**config.mk**
```make
export PLATFORM = sky130hd
export DESIGN_NAME = sram_ctl
export DESIGN_NICKNAME = d
export VERILOG_FILES = /design/src/rtl/sram_ctl_pkg.sv /design/src/rtl/sram_ctl_seq.sv /design/src/rtl/sram_ctl_rdpath.sv /design/src/rtl/sram_ctl.sv
export SDC_FILE = /design/constraint.sdc
export NUM_CORES = 1
export LEC_CHECK = 0
export BUFFER_PORTS_ARGS = -buffer_cell sky130_fd_sc_hd__buf_2
export CORE_ASPECT_RATIO = 1.25
export CORE_MARGIN = 8
export CORE_UTILIZATION = 32
export DETAILED_ROUTE_END_ITERATION = 8
export PLACE_DENSITY = 0.66
export SYNTH_ARGS = -nofsm -noshare
export SYNTH_HDL_FRONTEND = slang
export SYNTH_SLANG_ARGS = --single-unit
```
**constraint.sdc**
```tcl
create_clock -name clk -period 2.6 [get_ports clk]
set_input_delay 0.13 -clock clk [delete_from_list [all_inputs] [get_ports clk]]
set_output_delay 0.13 -clock clk [all_outputs]
set_load 0.02 [all_outputs]
```
**src/rtl/sram_ctl_pkg.sv**
```systemverilog
package sram_ctl_pkg;

    typedef enum logic [1:0] {
        ST_IDLE  = 2'd0,
        ST_WRITE = 2'd1,
        ST_READ  = 2'd2,
        ST_TURN  = 2'd3
    } ctl_state_e;

    // nanoseconds to whole clock cycles, rounded up, never below one
    function automatic int unsigned ns_to_cyc(input int unsigned ns, input int unsigned per);
        int unsigned c;
        c = (ns + per - 1) / per;
        return (c == 0) ? 1 : c;
    endfunction

    function automatic int unsigned max_u(input int unsigned a, input int unsigned b);
        return (a > b) ? a : b;
    endfunction

endpackage

```
**src/rtl/sram_ctl_seq.sv**
```systemverilog
module sram_ctl_seq
    import sram_ctl_pkg::*;
#(
    parameter int ADDR_W = 17,
    parameter int DATA_W = 8,
    parameter int WR_CYC = 3,
    parameter int RD_CYC = 3,
    parameter int TA_CYC = 2,
    parameter int CNT_W  = 2
) (
    input  logic              clk,
    input  logic              rst_n,
    input  logic              req_valid,
    input  logic              req_write,
    input  logic [ADDR_W-1:0] req_addr,
    input  logic [DATA_W-1:0] req_wdata,
    output logic              req_ready,
    output logic [ADDR_W-1:0] mem_addr,
    output logic              mem_ce_n,
    output logic              mem_oe_n,
    output logic              mem_we_n,
    output logic [DATA_W-1:0] mem_dq_out,
    output logic              mem_dq_oe,
    output logic              cap_en
);

    typedef struct packed {
        ctl_state_e          st;
        logic [CNT_W-1:0]    cnt;
        logic [ADDR_W-1:0]   addr;
        logic [DATA_W-1:0]   wdat;
        logic                ce_n;
        logic                oe_n;
        logic                we_n;
        logic                dq_oe;
    } seq_s;

    seq_s r_q, r_d;

    always_comb begin
        r_d    = r_q;
        cap_en = 1'b0;
        unique case (r_q.st)
            ST_IDLE: begin
                if (req_valid) begin
                    r_d.addr = req_addr;
                    r_d.ce_n = 1'b0;
                    if (req_write) begin
                        r_d.st    = ST_WRITE;
                        r_d.we_n  = 1'b0;
                        r_d.dq_oe = 1'b1;
                        r_d.wdat  = req_wdata;
                        r_d.cnt   = CNT_W'(WR_CYC - 1);
                    end else begin
                        r_d.st   = ST_READ;
                        r_d.oe_n = 1'b0;
                        r_d.cnt  = CNT_W'(RD_CYC - 1);
                    end
                end
            end
            ST_WRITE: begin
                if (r_q.cnt == '0) begin
                    r_d.st    = ST_IDLE;
                    r_d.ce_n  = 1'b1;
                    r_d.we_n  = 1'b1;
                    r_d.dq_oe = 1'b0;
                end else begin
                    r_d.cnt = r_q.cnt - 1'b1;
                end
            end
            ST_READ: begin
                if (r_q.cnt == '0) begin
                    cap_en   = 1'b1;
                    r_d.st   = ST_TURN;
                    r_d.ce_n = 1'b1;
                    r_d.oe_n = 1'b1;
                    r_d.cnt  = CNT_W'(TA_CYC - 1);
                end else begin
                    r_d.cnt = r_q.cnt - 1'b1;
                end
            end
            default: begin
                if (r_q.cnt == '0) begin
                    r_d.st = ST_IDLE;
                end else begin
                    r_d.cnt = r_q.cnt - 1'b1;
                end
            end
        endcase
    end

    always_ff @(posedge clk or negedge rst_n) begin
        if (!rst_n) begin
            r_q.st    <= ST_IDLE;
            r_q.cnt   <= '0;
            r_q.addr  <= '0;
            r_q.wdat  <= '0;
            r_q.ce_n  <= 1'b1;
            r_q.oe_n  <= 1'b1;
            r_q.we_n  <= 1'b1;
            r_q.dq_oe <= 1'b0;
        end else begin
            r_q <= r_d;
        end
    end

    assign req_ready  = (r_q.st == ST_IDLE);
    assign mem_addr   = r_q.addr;
    assign mem_ce_n   = r_q.ce_n;
    assign mem_oe_n   = r_q.oe_n;
    assign mem_we_n   = r_q.we_n;
    assign mem_dq_out = r_q.wdat;
    assign mem_dq_oe  = r_q.dq_oe;

    // strobe-length watcher for the pulse-width check
    logic [CNT_W:0] we_low_q;
    always_ff @(posedge clk or negedge rst_n) begin
        if (!rst_n) begin
            we_low_q <= '0;
        end else if (mem_we_n) begin
            we_low_q <= '0;
        end else if (we_low_q != '1) begin
            we_low_q <= we_low_q + 1'b1;
        end
    end

    a_r2_read_pins: assert property (@(posedge clk) disable iff (!rst_n)
        !mem_oe_n |-> (!mem_ce_n && mem_we_n));

    a_r4_strobe_len: assert property (@(posedge clk) disable iff (!rst_n)
        $rose(mem_we_n) |-> (we_low_q == (CNT_W+1)'(WR_CYC)));

    a_r5_we_not_after_ce: assert property (@(posedge clk) disable iff (!rst_n)
        $rose(mem_ce_n) |-> (mem_we_n && !mem_dq_oe));

    a_r6_drive_in_write: assert property (@(posedge clk) disable iff (!rst_n)
        mem_dq_oe |-> (!mem_ce_n && !mem_we_n && mem_oe_n));

    a_r7_no_drive_after_oe: assert property (@(posedge clk) disable iff (!rst_n)
        !$past(mem_oe_n) |-> !mem_dq_oe);

    a_r9_idle_quiet: assert property (@(posedge clk) disable iff (!rst_n)
        req_ready |-> (mem_ce_n && mem_oe_n && mem_we_n && !mem_dq_oe));

endmodule

```
**src/rtl/sram_ctl_rdpath.sv**
```systemverilog
module sram_ctl_rdpath #(
    parameter int DATA_W = 8
) (
    input  logic              clk,
    input  logic              rst_n,
    input  logic              cap_en,
    input  logic [DATA_W-1:0] dq_in,
    output logic              rd_valid,
    output logic [DATA_W-1:0] rd_data
);

    typedef struct packed {
        logic              vld;
        logic [DATA_W-1:0] dat;
    } rd_s;

    rd_s p_q, p_d;

    always_comb begin
        p_d     = p_q;
        p_d.vld = cap_en;
        if (cap_en) begin
            p_d.dat = dq_in;
        end
    end

    always_ff @(posedge clk or negedge rst_n) begin
        if (!rst_n) begin
            p_q <= '0;
        end else begin
            p_q <= p_d;
        end
    end

    assign rd_valid = p_q.vld;
    assign rd_data  = p_q.dat;

    a_r8_single_pulse: assert property (@(posedge clk) disable iff (!rst_n)
        rd_valid |=> !rd_valid);

    a_r8_data_held: assert property (@(posedge clk) disable iff (!rst_n)
        !$past(cap_en) |-> $stable(rd_data));

endmodule

```
**src/rtl/sram_ctl.sv**
```systemverilog
module sram_ctl
    import sram_ctl_pkg::*;
#(
    parameter int ADDR_W    = 17,
    parameter int DATA_W    = 8,
    parameter int CLK_NS    = 4,
    parameter int T_WC_NS   = 10,
    parameter int T_WP_NS   = 7,
    parameter int T_AW_NS   = 7,
    parameter int T_DS_NS   = 5,
    parameter int T_AA_NS   = 10,
    parameter int T_HZ_NS   = 5
) (
    input  logic              clk,
    input  logic              rst_n,
    input  logic              req_valid,
    output logic              req_ready,
    input  logic              req_write,
    input  logic [ADDR_W-1:0] req_addr,
    input  logic [DATA_W-1:0] req_wdata,
    output logic              rd_valid,
    output logic [DATA_W-1:0] rd_data,
    output logic [ADDR_W-1:0] mem_addr,
    output logic              mem_ce_n,
    output logic              mem_oe_n,
    output logic              mem_we_n,
    output logic [DATA_W-1:0] mem_dq_out,
    output logic              mem_dq_oe,
    input  logic [DATA_W-1:0] mem_dq_in
);

    localparam int WR_CYC = int'(max_u(max_u(ns_to_cyc(T_WP_NS, CLK_NS), ns_to_cyc(T_AW_NS, CLK_NS)),
                                       max_u(ns_to_cyc(T_DS_NS, CLK_NS), ns_to_cyc(T_WC_NS, CLK_NS))));
    localparam int RD_CYC = int'(ns_to_cyc(T_AA_NS, CLK_NS));
    localparam int TA_CYC = int'(ns_to_cyc(T_HZ_NS, CLK_NS));
    localparam int MAX_CYC = int'(max_u(max_u(WR_CYC, RD_CYC), TA_CYC));
    localparam int CNT_W  = (MAX_CYC < 2) ? 1 : $clog2(MAX_CYC);

    logic cap_en;

    sram_ctl_seq #(
        .ADDR_W (ADDR_W),
        .DATA_W (DATA_W),
        .WR_CYC (WR_CYC),
        .RD_CYC (RD_CYC),
        .TA_CYC (TA_CYC),
        .CNT_W  (CNT_W)
    ) u_seq (
        .clk        (clk),
        .rst_n      (rst_n),
        .req_valid  (req_valid),
        .req_write  (req_write),
        .req_addr   (req_addr),
        .req_wdata  (req_wdata),
        .req_ready  (req_ready),
        .mem_addr   (mem_addr),
        .mem_ce_n   (mem_ce_n),
        .mem_oe_n   (mem_oe_n),
        .mem_we_n   (mem_we_n),
        .mem_dq_out (mem_dq_out),
        .mem_dq_oe  (mem_dq_oe),
        .cap_en     (cap_en)
    );

    sram_ctl_rdpath #(
        .DATA_W (DATA_W)
    ) u_rdpath (
        .clk      (clk),
        .rst_n    (rst_n),
        .cap_en   (cap_en),
        .dq_in    (mem_dq_in),
        .rd_valid (rd_valid),
        .rd_data  (rd_data)
    );

endmodule

```
==> impl_metrics.env <==
export IMPL_outcome="complete, but fails checks"
export IMPL_violations="hold timing"
export IMPL_htree_levels=2
export IMPL_avgRoutedWirePerCell_um=14.4
export IMPL_p_per_area_nw_per_um2=1320
export IMPL_synth_warnings=0
export IMPL_cp_end_kind="flop"
export IMPL_hold_viol_final=23
export IMPL_slew_violations=0
export IMPL_required_ps=2830
export IMPL_syn_area_um2=2080
export IMPL_clock_fmax_mhz=547
export IMPL_crit_buf_inv=1
export IMPL_tightest_slew_ps=945
export IMPL_gp_congestion=0.810
export IMPL_start_kind="flop"
export IMPL_drive_above_1_share_pct=60.2
export IMPL_synth_top_area_cell="dfrtp_1"
export IMPL_start_util_pct=32.4
export IMPL_fin_crit_sh_pct=70.3
export IMPL_finalSetupViolCount=0
export IMPL_die_x_um=88.2
export IMPL_drtIter0Drc=66
export IMPL_path_class="reg -> reg"
export IMPL_slew_headroom_pct=37.0
export IMPL_critPathSlowestCell="dfrtp_1"
export IMPL_yosysSeqAreaShare_pct=50.6
export IMPL_diodes=0
export IMPL_netlist_top_cells_area="dfrtp_1 (47%), mux2_2 (18%), buf_4 (9.7%)"
export IMPL_avgViaCountPerCell=4.43
export IMPL_internal_power_mw=1.96
export IMPL_combinationalPowerShare_pct=48.0
export IMPL_avgSynthCellArea_um2=13.1
export IMPL_postSynth_asyncResetShare_pct=100
export IMPL_p_leak_nw=1.20
export IMPL_arrival_ps=2060
export IMPL_drcViolationCount=0
export IMPL_cts_sinks=42
export IMPL_min_path_type="in -> async"
export IMPL_synth_edff_count=0
export IMPL_cts_tree="built"
export IMPL_clkLatencyLatePin_ps=290
export IMPL_grt_pass1_wl_um=6880
export IMPL_cts_resized=0
export IMPL_synthesis_instances=159
export IMPL_ys_ff_latch=42
export IMPL_worst_path_max_fanout=11
export IMPL_stdcell_count=298
export IMPL_pin_count=76
export IMPL_vias=1320
export IMPL_area_growth_syn_to_layout_pct=17.6
export IMPL_cts_buffers=5
export IMPL_synthFlopType="dfrtp_1"
export IMPL_dpl_cell_count=291
export IMPL_post_cts_buffers=0
export IMPL_ant_nets=0
export IMPL_ir_drop_mv=0.562
export IMPL_p_seq_share_pct=35.5
export IMPL_setup_tns_ps=0
export IMPL_hold_buffers=0
export IMPL_swShare_pct=39.3
export IMPL_cpLargestDelayFamily="simple AND/OR/NAND/NOR gates"
export IMPL_root_buffer="clkbuf_8"
export IMPL_cts_buffer_depth=2
export IMPL_path_cells="inv_1 > ha_1 > nand3_2 > nor4b_1 > a221o_1"
export IMPL_die_area_um2=9370
export IMPL_syn_num_nets=204
export IMPL_dp_hpwl_um=3190
export IMPL_grt_max_degree=43
export IMPL_rsz0062_at_grt="false"
export IMPL_grt_use_total_pct=9.49
export IMPL_timing_hold_ws_ps=-26.3
export IMPL_dp_slack_ps=783
export IMPL_core_area_um2=6440
export IMPL_path_clk_slew_ps=80
export IMPL_routed_wl_um=4300
export IMPL_setup_slack_ps=772
export IMPL_antenna_found_initial=0
export IMPL_synth_most_common_cell="dfrtp_1"
export IMPL_drt_pass1_iter_count=4
export IMPL_fin_nets=256
export IMPL_ys_top_cells_by_count="dfrtp_1 (39), mux2_2 (33), buf_4 (27), ha_1 (8)"
export IMPL_grt_overflow_total=0
export IMPL_cap_violations=0
export IMPL_fin_crit_ps=1830
export IMPL_power_switching_mw=1.27
export IMPL_synth_top_area_share_pct=46.8
export IMPL_io_buffers=75
export IMPL_row_count=33
export IMPL_dieHeight_um=106
export IMPL_critPathMaxStageDelay_ps=440
export IMPL_grt_pass1_vias=1339
export IMPL_clock_power_share_pct=16.5
export IMPL_clock_skew_ps=6.07
export IMPL_yosysUniqueCellTypes=34
-- worst paths after layout --
check                      slack, ps                     startpoint  depth (start not counted)                              end
setup reg to reg                 770      u_seq.r_q[31]$_DFFE_PN0P_                          5        u_seq.r_q[31]$_DFFE_PN0P_
hold / removal                   -30                          rst_n                          1   u_seq.mem_addr[16]$_DFFE_PN0P_
setup / recovery                 770      u_seq.r_q[31]$_DFFE_PN0P_                          5        u_seq.r_q[31]$_DFFE_PN0P_
max in group asynchronous       2030                          rst_n                          1  u_rdpath.rd_data[6]$_DFFE_PN0P_
hold reg to reg                  500  u_seq.mem_addr[8]$_DFFE_PN0P_                          1    u_seq.mem_addr[8]$_DFFE_PN0P_
min in group clk                  70                   mem_dq_in[7]                          2  u_rdpath.rd_data[7]$_DFFE_PN0P_
-- power groups by stage --
stage	Clock [mW]	Combinational [mW]	Sequential, mW
5_1_grt	0.587	1.67	1.19
2_1_floorplan	0	1.30	1.25
4_1_cts	0.554	1.58	1.15
6_report	0.533	1.55	1.15
3_3_place_gp	0	1.56	1.15
3_5_place_dp	0	1.58	1.16
-- through the flow --
| step | utilization (%) | total power, mW | cell area, µm² |
|---|---|---|---|
| after floorplan | - | 2.55 | 2080 |
| after global placement | 36.3 | 2.71 | 2340 |
| after detailed placement | 36.3 | 2.74 | 2340 |
| after CTS | 38.1 | 3.28 | 2450 |
| after global routing | 38.1 | 3.46 | 2450 |
| final | 38.1 | 3.23 | 2450 |
-- per-layer routing --
metal  track usage [%]  vias up  wire length (µm)
met3              2.47        4               192
met5                 0        -                 0
met2              15.5       41              2290
met4              4.61        0                60
met1              11.1      647              1760
li1                  -      628                 -
-- cells by family after synthesis --
family                   share of synthesized area (%)
AO/OA/AOI/OAI                                     6.18
multiplexers                                      20.0
AND/OR/NAND/NOR                                   6.30
adder cells (fa/ha/maj)                           4.80
flip-flops                                        50.6
buffers and inverters                             12.1
-- cells in the final DEF (no fill, tap or decap), drive strengths merged, types with 2 or more instances in the layout --
| master | Yosys | routed |
|---|---|---|
| mux2i | 3 | 3 |
| clkbuf | 0 | 6 |
| o21ai | 2 | 2 |
| a31oi | 3 | 3 |
| ha | 8 | 8 |
| dfrtp | 39 | 39 |
| nor2b | 2 | 2 |
| a221o | 2 | 2 |
| a21oi | 4 | 4 |
| nand2 | 8 | 8 |
| inv | 6 | 6 |
| buf | 30 | 75 |
| mux2 | 34 | 34 |
| dfstp | 3 | 3 |
-- sequential cells by signal, summed over array words and instances (netlist names) --
register	cells
u_seq.mem_oe_n	1
u_seq.mem_ce_n	1
u_seq.mem_dq_out	8
u_seq.mem_addr	17
u_rdpath.rd_data	8
u_rdpath.rd_valid	1
u_seq.r_q	4
u_seq.mem_we_n	1
u_seq.mem_dq_oe	1
-- layout make-up --
class	instances	area [µm²]
sequential	42	1050
multi-input combinational	81	777
fill	644	3990
tap	87	109
timing repair buffer	75	375
clock inverter	1	30.0
clock buffer	6	82.6
inverter	6	22.5
(Power assumes the default switching activity.)
